$ cat src/rtl/rot_pkg.sv
package rot_pkg;
  typedef enum logic [1:0] {
    CLS_GR  = 2'd0,
    CLS_FR  = 2'd1,
    CLS_PR  = 2'd2,
    CLS_RSV = 2'd3
  } reg_cls_e;
endpackage

$ cat src/rtl/rrb_counter.sv
module rrb_counter #(
  parameter int W = 7
) (
  input  logic         clk_i,
  input  logic         rst_ni,
  input  logic         clr_i,
  input  logic         rot_i,
  input  logic [W:0]   size_i,
  output logic [W-1:0] rrb_o
);
  logic [W-1:0] top_idx;
  assign top_idx = W'(size_i - 1'b1);

  always_ff @(posedge clk_i or negedge rst_ni) begin
    if (!rst_ni) begin
      rrb_o <= '0;
    end else if (clr_i) begin
      rrb_o <= '0;
    end else if (rot_i) begin
      if (size_i == '0)      rrb_o <= '0;
      else if (rrb_o == '0)  rrb_o <= top_idx;
      else                   rrb_o <= rrb_o - 1'b1;
    end
  end
endmodule

$ cat src/rtl/rot_lookup.sv
module rot_lookup #(
  parameter int W    = 7,
  parameter int BASE = 32
) (
  input  logic [W-1:0] vidx_i,
  input  logic [W-1:0] rrb_i,
  input  logic [W:0]   size_i,
  output logic [W-1:0] pidx_o,
  output logic         in_rgn_o
);
  localparam logic [W:0]   BASE_X = (W+1)'(BASE);
  localparam logic [W-1:0] BASE_N = W'(BASE);

  logic [W:0]   v_x, top, rel, sum;
  logic [W-1:0] wrap, phys;

  assign v_x      = {1'b0, vidx_i};
  assign top      = BASE_X + size_i;
  assign in_rgn_o = (size_i != '0) && (v_x >= BASE_X) && (v_x < top);
  assign rel      = v_x - BASE_X;
  assign sum      = rel + {1'b0, rrb_i};
  // one conditional subtract suffices: rel < size and rrb < size
  assign wrap     = (sum >= size_i) ? W'(sum - size_i) : W'(sum);
  assign phys     = BASE_N + wrap;
  assign pidx_o   = in_rgn_o ? phys : vidx_i;
endmodule

$ cat src/rtl/rot_port.sv
module rot_port
  import rot_pkg::*;
#(
  parameter int W       = 7,
  parameter int GR_BASE = 32,
  parameter int FR_BASE = 32,
  parameter int PR_BASE = 16
) (
  input  logic [1:0]   cls_i,
  input  logic [W-1:0] vidx_i,
  input  logic [W-1:0] rrb_gr_i,
  input  logic [W-1:0] rrb_fr_i,
  input  logic [W-1:0] rrb_pr_i,
  input  logic [W:0]   gr_sz_i,
  input  logic [W:0]   fr_sz_i,
  input  logic [W:0]   pr_sz_i,
  output logic [W-1:0] pidx_o,
  output logic         fixed_o
);
  logic [W-1:0] p_gr, p_fr, p_pr;
  logic         h_gr, h_fr, h_pr;
  reg_cls_e     cls;

  assign cls = reg_cls_e'(cls_i);

  rot_lookup #(.W(W), .BASE(GR_BASE)) i_gr (
    .vidx_i(vidx_i), .rrb_i(rrb_gr_i), .size_i(gr_sz_i),
    .pidx_o(p_gr), .in_rgn_o(h_gr));
  rot_lookup #(.W(W), .BASE(FR_BASE)) i_fr (
    .vidx_i(vidx_i), .rrb_i(rrb_fr_i), .size_i(fr_sz_i),
    .pidx_o(p_fr), .in_rgn_o(h_fr));
  rot_lookup #(.W(W), .BASE(PR_BASE)) i_pr (
    .vidx_i(vidx_i), .rrb_i(rrb_pr_i), .size_i(pr_sz_i),
    .pidx_o(p_pr), .in_rgn_o(h_pr));

  always_comb begin
    pidx_o  = vidx_i;
    fixed_o = 1'b0;
    unique case (cls)
      CLS_GR: begin
        pidx_o  = p_gr;
        fixed_o = (vidx_i == '0) && !h_gr;
      end
      CLS_FR: begin
        pidx_o  = p_fr;
        fixed_o = (vidx_i <= W'(1)) && !h_fr;
      end
      CLS_PR: begin
        pidx_o  = p_pr;
        fixed_o = (vidx_i == '0) && !h_pr;
      end
      default: begin
        pidx_o  = vidx_i;
        fixed_o = 1'b0;
      end
    endcase
  end
endmodule

$ cat src/rtl/rot_rename.sv
module rot_rename #(
  parameter int NUM_PORTS = 2,
  parameter int N_GR      = 128,
  parameter int N_FR      = 128,
  parameter int N_PR      = 64,
  parameter int GR_BASE   = 32,
  parameter int FR_BASE   = 32,
  parameter int PR_BASE   = 16,
  parameter int GRP       = 8,
  localparam int IDX_W    = $clog2(N_GR),
  localparam int MAX_GRP  = (N_GR - GR_BASE) / GRP,
  localparam int GSZ_W    = $clog2(MAX_GRP + 1)
) (
  input  logic                            clk_i,
  input  logic                            rst_ni,
  input  logic                            rot_i,
  input  logic                            clr_i,
  input  logic [GSZ_W-1:0]                gr_grp_i,
  input  logic [NUM_PORTS-1:0][1:0]       cls_i,
  input  logic [NUM_PORTS-1:0][IDX_W-1:0] vidx_i,
  output logic [NUM_PORTS-1:0][IDX_W-1:0] pidx_o,
  output logic [NUM_PORTS-1:0]            fixed_o,
  output logic [IDX_W-1:0]                rrb_gr_o,
  output logic [IDX_W-1:0]                rrb_fr_o,
  output logic [IDX_W-1:0]                rrb_pr_o
);
  localparam logic [IDX_W:0]   FR_SZ  = (IDX_W+1)'(N_FR - FR_BASE);
  localparam logic [IDX_W:0]   PR_SZ  = (IDX_W+1)'(N_PR - PR_BASE);
  localparam logic [GSZ_W-1:0] MAX_GN = GSZ_W'(MAX_GRP);

  logic [GSZ_W-1:0] grp_c;
  logic [IDX_W:0]   gr_sz;

  assign grp_c = (gr_grp_i > MAX_GN) ? MAX_GN : gr_grp_i;
  assign gr_sz = (IDX_W+1)'(int'(grp_c) * GRP);

  rrb_counter #(.W(IDX_W)) i_rrb_gr (
    .clk_i(clk_i), .rst_ni(rst_ni), .clr_i(clr_i), .rot_i(rot_i),
    .size_i(gr_sz), .rrb_o(rrb_gr_o));
  rrb_counter #(.W(IDX_W)) i_rrb_fr (
    .clk_i(clk_i), .rst_ni(rst_ni), .clr_i(clr_i), .rot_i(rot_i),
    .size_i(FR_SZ), .rrb_o(rrb_fr_o));
  rrb_counter #(.W(IDX_W)) i_rrb_pr (
    .clk_i(clk_i), .rst_ni(rst_ni), .clr_i(clr_i), .rot_i(rot_i),
    .size_i(PR_SZ), .rrb_o(rrb_pr_o));

  for (genvar p = 0; p < NUM_PORTS; p++) begin : g_port
    rot_port #(
      .W(IDX_W), .GR_BASE(GR_BASE), .FR_BASE(FR_BASE), .PR_BASE(PR_BASE)
    ) i_port (
      .cls_i   (cls_i[p]),
      .vidx_i  (vidx_i[p]),
      .rrb_gr_i(rrb_gr_o),
      .rrb_fr_i(rrb_fr_o),
      .rrb_pr_i(rrb_pr_o),
      .gr_sz_i (gr_sz),
      .fr_sz_i (FR_SZ),
      .pr_sz_i (PR_SZ),
      .pidx_o  (pidx_o[p]),
      .fixed_o (fixed_o[p])
    );
  end
endmodule

$ cat config.mk
export PLATFORM = sky130hd
export DESIGN_NAME = rot_rename
export DESIGN_NICKNAME = d
export VERILOG_FILES = /design/src/rtl/rot_pkg.sv /design/src/rtl/rrb_counter.sv /design/src/rtl/rot_lookup.sv /design/src/rtl/rot_port.sv /design/src/rtl/rot_rename.sv
export SDC_FILE = /design/constraint.sdc
export NUM_CORES = 1
export LEC_CHECK = 0
export BUFFER_PORTS_ARGS = -buffer_cell sky130_fd_sc_hd__buf_2
export CAP_MARGIN = 10
export CORE_MARGIN = 4
export CORE_UTILIZATION = 65
export DETAILED_ROUTE_END_ITERATION = 10
export PLACE_DENSITY = 0.93
export SLEW_MARGIN = 10
export SYNTH_ARGS = -nofsm -noshare
export SYNTH_HDL_FRONTEND = slang
export SYNTH_SLANG_ARGS = --single-unit
$ cat constraint.sdc
create_clock -name clk_i -period 13.1 [get_ports clk_i]
set_input_delay 1.31 -clock clk_i [delete_from_list [all_inputs] [get_ports clk_i]]
set_output_delay 1.31 -clock clk_i [all_outputs]
set_load 0.02 [all_outputs]
==> metrics.md, run 1 <==
| Metric | Value |
|---|---|
| Routed WL per cell | `17.66 um` |
| All-layer global routing usage | `0.2977` |
| Grt ovf | `0` |
| Sequential area share after synthesis | `0.1015` |
| Switching share of power | `0.5230` |
| Gates resized, CTS repair | `0` |
| Post-CTS Setup Repair Bufs | `0` |
| Count of cell types in the netlist | `78` |
| CTS hold repair buffers | `0` |
| Most common cell after layout, fill and taps aside | `ha_1` |
| Post-Route Skew | `0.001155 ns` |
| Hold_sp | `i_rrb_pr.rrb_o[4]$_DFFE_PN0P_` |
| GR peak layer | `met2` |
| Leakage | `2.667 nW` |
| Crit path time final | `6.985 ns` |
| Fmax | `143.2 MHz` |
| Comb pwr share | `0.795` |
| Row Count | `32` |
| Initial antenna violation count | `0` |
| Max Slew Vio Count | `0` |
| Max-Cap Viols | `0` |
| Die Ht | `97.25 um` |
| Internal | `0.3172 mW` |
| Largest net degree at the start of global routing | `22` |
| H-Tree Depth | `1` |
| Fillers | `624` |
| Hold crit path type | `reg2reg` |
| Count of non-filler cells in the finished layout | `833` |
| Crit Path Max Fanout | `7` |
| ANT nets after route | `0` |
| Post-synthesis register bit count | `21` |
| DR vias/cell | `6.660` |
| Setup violators final | `0` |
| Die ar. | `9458 um2` |
| Critical Path Source Type | `primary input` |
| Cell count after placement | `829` |
| Hold_ws | `0.6527 ns` |
| Most frequent cells in the layout | `ha_1 (82), nor2_1 (65), buf_2 (62)` |
| GR Util met3 | `0.04953` |
| Vias | `5548` |
| Slowest CP cell | `fa_1` |
| Yosys warnings | `0` |
| Max clock buf depth | `2` |
| Total net switching power | `0.3477 mW` |
| IO buf count | `62` |
| CTS tree | `done` |
| Syn Area/Cell | `7.547 um2` |
| Starting density of the core | `0.6700` |
| Area of the multi-input gates | `4302 um2` |
| Worst path cell trace | `buf_2 > ha_1 > ha_1 > inv_1 > fa_1 > and2b_1 > o21ai_0 > a21oi_1 > ha_1 > and2b_2 > a221oi_1 > o211a_1 > or2_2 > mux2_2 > ha_1 > nand2_1 > o21ai_0 > a222oi_1 > o21a_1 > o221ai_1 > buf_2` |
| Detailed Routing Iterations Pass 1 | `5` |
| Cells after synthesis | `686` |
| Unrepaired setup endpoints after global routing | `no` |
| DR iter-0 viols | `575` |
| CP delay by family, top | `adder cells` |
| R2R cell count | `7` |
| Detailed Place HPWL | `11.84 mm` |
| EDFF count, synth | `0` |
| Reg2reg end | `i_rrb_gr.rrb_o[4]$_DFFE_PN0P_` |
| Clk sinks | `21` |
| Reg-to-reg slack, setup | `10.71 ns` |
| Clock power share | `0.064` |
| Die width | `97.25 um` |
| P per Cell Area | `120.1 nW/um2` |
| Clock latency on the worst-skew pair | `0.26 ns` |
| Hold path depth | `2` |
| Share of layout cells above drive strength 1 | `0.1245` |
| Worst path max stage delay | `0.40 ns` |
| Vias in the first global route | `5358` |
| Asr flop ratio synth | `1.000` |
| Synthesized area | `5177 um2` |
| Root Driver | `clkbuf_8` |
| R2R Path Start | `i_rrb_gr.rrb_o[1]$_DFFE_PN0P_` |
| Synth-to-Final Area Change | `6.936%` |
| Hold EP | `i_rrb_pr.rrb_o[4]$_DFFE_PN0P_` |
| Actual slew at the worst max-slew pin | `0.6118 ns` |
| Most used cell, CP | `ha_1` |
| # DRC | `0` |
| Core area | `7727 um2` |
| GR Util met1 | `0.3833` |
| Top FF cell, synth | `dfrtp_1` |
| Arr. time, crit path | `5.68 ns` |
| CTS buffer count | `3` |
| First-pass GRT wire length | `24.37 mm` |
| Final hold vios | `0` |
| I/O pins | `63` |
| FF/Latch Area | `525.5 um2` |
| GRT met2 Usage | `0.5170` |
| Register clock-pin slew on the reported worst setup and hold paths | `0.08 ns` |
| Crit path buf inv count | `3` |
| Total power | `0.6649 mW` |
| Crit end category | `output port` |
| Critical path class | `in2out` |
| WP data required | `11.79 ns` |
| Syn Nets | `802` |
| Seq pwr share | `0.141` |
| Run status | `finished, final reports clean` |
| Max-slew headroom | `0.5906` |
| Peak supply drop | `83.58 uV` |
| Routed wire length | `14.71 mm` |
| GP Congestion | `0.9685` |
| Antenna Cells | `0` |
| Setup TNS | `0 ns` |
| Nets | `848` |
| Tcrit/Tclk final | `0.5332` |
-- power groups by stage --
stage | sequential (mW) | combinational (mW) | clock [mW]
finish | 0.0938 | 0.528 | 0.0428
global route | 0.0952 | 0.585 | 0.0463
CTS | 0.0930 | 0.519 | 0.0439
detailed placement | 0.0941 | 0.516 | 0
global placement | 0.0940 | 0.488 | 0
floorplan | 0.0980 | 0.391 | 0
-- cells in the mapped netlist, types with 4 or more instances --
cell       instances  share of area
ha_1              82           0.20
nor3b_1            4         0.0058
a21o_1            10          0.014
dfrtp_1           21           0.10
mux2i_1           13          0.025
or3_1              6         0.0073
inv_1             59          0.043
a2bb2oi_1          4         0.0068
nor4_1             8         0.0097
nor2_1            65          0.047
a211oi_1          14          0.020
o21ai_0           49          0.047
nor3_1            17          0.016
clkbuf_1          12         0.0087
or4_1              7          0.010
o2111ai_1          8          0.014
or2_2              4         0.0048
mux2_2             9          0.020
xnor2_1           18          0.030
a21oi_1           53          0.051
nor2b_1           12          0.014
o211ai_1          13          0.019
o21a_1            11          0.016
o31ai_1            5         0.0073
a31oi_1            6         0.0073
nand2_1           44          0.032
nand2b_1          14          0.017
xor2_1            18          0.030
fa_1               8          0.031
nand3_1           16          0.015
-- layout make-up --
type	instances	area share
multi-input combinational	584	0.7769
inverter	60	0.04068
tap	102	0.02305
timing repair buffer	62	0.05605
clock buffer	3	0.007458
clock inverter	1	0.0009040
sequential	21	0.09492
-- worst max-delay path by stage --
stage / from / to / slack, ns / cells past startpoint
after floorplan: vidx_i[1] / pidx_o[5] / 6.70 / 19
after global placement: vidx_i[1] / pidx_o[5] / 6.31 / 21
after detailed placement: vidx_i[1] / pidx_o[5] / 6.14 / 21
after CTS: vidx_i[1] / pidx_o[5] / 6.14 / 21
after global routing: vidx_i[1] / pidx_o[5] / 5.74 / 21
final: vidx_i[1] / pidx_o[5] / 6.11 / 21
-- per-layer routing --
layer,part of all wire,wire length (um),up-vias
li1,-,-,2635
met1,0.42,6164,2606
met2,0.49,7199,278
met3,0.073,1074,29
met4,0.019,275,0
met5,0,0,-
-- sequential cells by signal, indices dropped and copies added, names as in the netlist --
register        count
i_rrb_fr.rrb_o      7
i_rrb_pr.rrb_o      7
i_rrb_gr.rrb_o      7
-- through the flow --
stage | setup WS, ns | area, um2 | util
after detailed placement | 6.142 | 5490 | 0.7105
final | 6.115 | 5537 | 0.7165
after floorplan | 6.703 | 5177 | -
after global routing | 5.744 | 5537 | 0.7165
after global placement | 6.312 | 5490 | 0.7105
after CTS | 6.140 | 5537 | 0.7165
-- cell families after synthesis --
kind of cell             Yosys count  synth area share
adder cells (fa/ha/maj)           90            0.2291
multiplexers                      22           0.04471
flip-flops                        21            0.1015
AO/OA/AOI/OAI                    213            0.2757
buffers and inverters             81           0.06766
XOR/XNOR                          36           0.06090
AND/OR/NAND/NOR                  223            0.2204
-- tightest hold or removal path, delay by kind of cell (launching register included) --
| kind | cells | cell delay (ns) |
|---|---|---|
| compound gates | 1 | 0.10 |
| simple gates | 1 | 0.08 |
| flops | 1 | 0.44 |
(Power assumes the default switching activity.)
==> run 2: changes to the inputs <==
ABC_AREA = 1   (was default)
CORE_UTILIZATION = 61   (was 65)
PLACE_DENSITY = 0.88   (was 0.93)
clock period = 6.5 ns   (was 13.1 ns; I/O delays follow)
==> run 2 against run 1 <==
Final cell count is 19% higher; die area is 6.8% higher; hold slack worse by 0.32 ns; critical endpoint is now pidx_o[6]; sequential power is 130% higher; utilization is 2.9 points lower; register-to-register slack worse by 6.3 ns.
==> metrics.md, run 2 <==
| Metric | Value |
|---|---|
| Run status | `finished, final reports clean (unchanged)` |
| CTS hold repair buffers | `0 (unchanged)` |
| Initial antenna violation count | `0 (unchanged)` |
| IO buf count | `62 (unchanged)` |
| Syn Nets | `945 (was 802)` |
| Critical path class | `in2out (unchanged)` |
| Top flop regs | `i_rrb_fr.rrb_o: 7 flops, i_rrb_gr.rrb_o: 7 flops, i_rrb_pr.rrb_o: 7 flops (unchanged)` |
| Root Driver | `clkbuf_8 (unchanged)` |
| Worst path max stage delay | `0.35 ns (was 0.40 ns)` |
| Max Slew Vio Count | `0 (unchanged)` |
| Pre-CTS WS | `1.983 ns (was 6.142 ns)` |
| Setup violators final | `0 (unchanged)` |
| Crit path buf inv count | `6 (was 3)` |
| Clk sinks | `21 (unchanged)` |
| Die ar. | `10100 um2 (was 9458 um2)` |
| Critical Path Source Type | `primary input (unchanged)` |
| Routed wire length | `13.78 mm (was 14.71 mm)` |
| Grt ovf | `0 (unchanged)` |
| Main area contributors after synthesis | `ha_1 (20%), nand2_1 (15%), inv_1 (11%), dfrtp_1 (10%), nand3_1 (5.0%) (was ha_1 (20%), dfrtp_1 (10%), a21oi_1 (5.1%), o21ai_0 (4.7%), nor2_1 (4.7%))` |
| Detailed Place HPWL | `11.33 mm (was 11.84 mm)` |
| Setup TNS | `0 ns (unchanged)` |
| Fmax | `218.7 MHz` |
| Post-CTS Setup Repair Bufs | `0 (unchanged)` |
| CP delay by family, top | `adder cells (unchanged)` |
| Max-Cap Viols | `0 (unchanged)` |
| Crit path time final | `4.573 ns` |
| Synthesized area | `5220 um2 (was 5177 um2)` |
| H-Tree Depth | `1 (unchanged)` |
| Most common cell after layout, fill and taps aside | `nand2_1 (was ha_1)` |
| Syn Area/Cell | `6.297 um2 (was 7.547 um2)` |
| Slowest CP cell | `ha_1 (was fa_1)` |
| ANT nets after route | `0 (unchanged)` |
| Actual slew at the worst max-slew pin | `0.4978 ns (was 0.6118 ns)` |
| Leakage | `3.308 nW (was 2.667 nW)` |
| Clock latency on the worst-skew pair | `0.27 ns (was 0.26 ns)` |
| GP Congestion | `0.9421 (was 0.9685)` |
| Final hold vios | `0 (unchanged)` |
| Unrepaired setup endpoints after global routing | `no (unchanged)` |
| EDFF count, synth | `0 (unchanged)` |
| Top FF cell, synth | `dfrtp_1 (unchanged)` |
| DR vias/cell | `5.639 (was 6.660)` |
| Routed WL per cell | `13.85 um (was 17.66 um)` |
| Synth cell count leaders | `nand2_1 (208), inv_1 (149), ha_1 (82), nor2_1 (61), nand3_1 (52) (was ha_1 (82), nor2_1 (65), inv_1 (59), a21oi_1 (53), o21ai_0 (49))` |
| Register clock-pin slew on the reported worst setup and hold paths | `0.08 ns (about the same)` |
| Die width | `100.5 um (was 97.25 um)` |
| Arr. time, crit path | `3.92 ns (was 5.68 ns)` |
| Largest net degree at the start of global routing | `22 (unchanged)` |
| Max-slew headroom | `0.6681 (was 0.5906)` |
| Post-route setup slack | `1.927 ns (was 6.115 ns)` |
| Asr flop ratio synth | `1.000 (unchanged)` |
| P per Cell Area | `295.2 nW/um2 (was 120.1 nW/um2)` |
| Hold crit path type | `in2async (was reg2reg)` |
| Most frequent cells in the layout | `nand2_1 (208), inv_1 (149), ha_1 (82) (was ha_1 (82), nor2_1 (65), buf_2 (62))` |
| Crit end category | `output port (unchanged)` |
| Crit Path Max Fanout | `7 (unchanged)` |
| WP data required | `5.85 ns (was 11.79 ns)` |
| DR iter-0 viols | `361 (was 575)` |
| Worst path cell trace | `buf_2 > inv_1 > ha_1 > inv_1 > ha_1 > a21o_1 > o21bai_1 > xor2_1 > inv_1 > ha_1 > nor2_4 > nand2_2 > and2_1 > ha_1 > nand3b_1 > nand2_1 > inv_1 > nand2_1 > nand2_1 > nand2_1 > nand3_1 > nand4_1 > buf_2 (was buf_2 > ha_1 > ha_1 > inv_1 > fa_1 > and2b_1 > o21ai_0 > a21oi_1 > ha_1 > and2b_2 > a221oi_1 > o211a_1 > or2_2 > mux2_2 > ha_1 > nand2_1 > o21ai_0 > a222oi_1 > o21a_1 > o221ai_1 > buf_2)` |
| Antenna Cells | `0 (unchanged)` |
| Share of layout cells above drive strength 1 | `0.1236 (was 0.1245)` |
| Post-Route Skew | `0.007692 ns (was 0.001155 ns)` |
| Yosys warnings | `0 (unchanged)` |
| CTS buffer count | `3 (unchanged)` |
| Peak supply drop | `179.3 uV (was 83.58 uV)` |
| Most frequent cell after synthesis | `nand2_1 (was ha_1)` |
| Nets | `1007 (was 848)` |
| Sequential area share after synthesis | `0.1007 (was 0.1015)` |
| Die Ht | `100.5 um (was 97.25 um)` |
| Tcrit/Tclk final | `0.7035` |
| I/O pins | `63 (unchanged)` |
| Post-synthesis register bit count | `21 (unchanged)` |
| Vias in the first global route | `5021 (was 5358)` |
| Gates resized, CTS repair | `0 (unchanged)` |
| Max clock buf depth | `2 (unchanged)` |
| Detailed Routing Iterations Pass 1 | `5 (unchanged)` |
| Row Count | `33 (was 32)` |
| Count of cell types in the netlist | `51 (was 78)` |
| # DRC | `0 (unchanged)` |
| Core area | `8258 um2 (was 7727 um2)` |
| Vias | `5611 (was 5548)` |
| Synth area leader | `ha_1 (unchanged)` |
| Synth-to-Final Area Change | `8.821% (was 6.936%)` |
| CTS tree | `done (unchanged)` |
| First-pass GRT wire length | `23.07 mm (was 24.37 mm)` |
| All-layer global routing usage | `0.2741 (was 0.2977)` |
| Starting density of the core | `0.6321 (was 0.6700)` |
| Share of the synthesized area in the top cell type | `0.1965 (was 0.1982)` |
| Cells after synthesis | `829 (was 686)` |
run 2: changes by cell type in the layout (fill, tap and decap cells not counted), moves of 14 or more:
cell / before / now
nand4_1: 1 / 25
o21ai_0: 49 / 27
nand2_1: 44 / 208
nand3_1: 16 / 52
inv_1: 59 / 149
nand2b_1: 14 / 0
run 2: through the flow:
| stage | cells | instance area (um2) | power [mW] | hold slack, ns | util |
|---|---|---|---|---|---|
| after floorplan | 829 | 5220 | 1.282 | 0.3544 | - |
| after global placement | 991 | 5634 | 1.543 | 0.5426 | 0.6823 |
| after detailed placement | 991 | 5634 | 1.575 | 0.5552 | 0.6823 |
| after CTS | 995 | 5680 | 1.669 | 0.3471 | 0.6879 |
| after global routing | 995 | 5680 | 1.882 | 0.3761 | 0.6879 |
| final | 995 | 5680 | 1.677 | 0.3368 | 0.6879 |
run 2: logic make-up (layout without fill, tap and decap cells):
kind of cell	Yosys count	count (layout)	synth area share
AOI/OAI and AO/OA	139	139	0.1642
adders and majority gates	90	90	0.2272
and+or+nand+nor	388	388	0.3406
buffers and inverters	162	223	0.1186
DFF	21	21	0.1007
xor gates and xnor gates	29	29	0.04866
run 2: worst register-to-register path: cells and delay by family (launching register included):
family	cells	cell delay (ns)
compound gates	3	0.41
fa+ha+maj	1	0.18
buf+inv	2	0.21
flops	1	0.51
simple gates	3	0.61
run 2: cell type report:
type	instances	area, um2
Timing Repair Buffer	62	310.3
Clock inverter	1	5.005
Multi-Input combinational cell	646	4075
Tap cell	105	131.4
Fill cell	764	2577
Inverter	157	591.8
Sequential cell	21	525.5
Clock buffer	3	41.29
run 2: path summary, 6_finish.rpt:
| kind | from | to | slack [ns] | cells past startpoint |
|---|---|---|---|---|
| min in group clk_i | i_rrb_pr.rrb_o[6]$_DFFE_PN0P_ | i_rrb_pr.rrb_o[6]$_DFFE_PN0P_ | 0.57 | 2 |
| max reg2reg | i_rrb_gr.rrb_o[1]$_DFFE_PN0P_ | i_rrb_gr.rrb_o[5]$_DFFE_PN0P_ | 4.46 | 9 |
| min | rst_ni | i_rrb_pr.rrb_o[2]$_DFFE_PN0P_ | 0.34 | 1 |
| max | vidx_i[4] | pidx_o[6] | 1.93 | 23 |
| min reg2reg | i_rrb_pr.rrb_o[6]$_DFFE_PN0P_ | i_rrb_pr.rrb_o[6]$_DFFE_PN0P_ | 0.57 | 2 |
| max in group asynchronous | rst_ni | i_rrb_gr.rrb_o[5]$_DFFE_PN0P_ | 5.82 | 1 |
run 2: per-layer routing:
metal  up-vias  wire length, um  GRT usage
met5         -                0          0
met4         0              175    0.04352
met3        19              767    0.03391
met2       167             6508     0.4587
met1      2564             6326     0.3857
li1       2861                -          -
run 2: where the power goes:
part	switching [mW]	total, mW	internal (mW)
sequential	0.0589	0.217	0.158
combinational	0.856	1.37	0.516
clock	0.0455	0.0883	0.0428
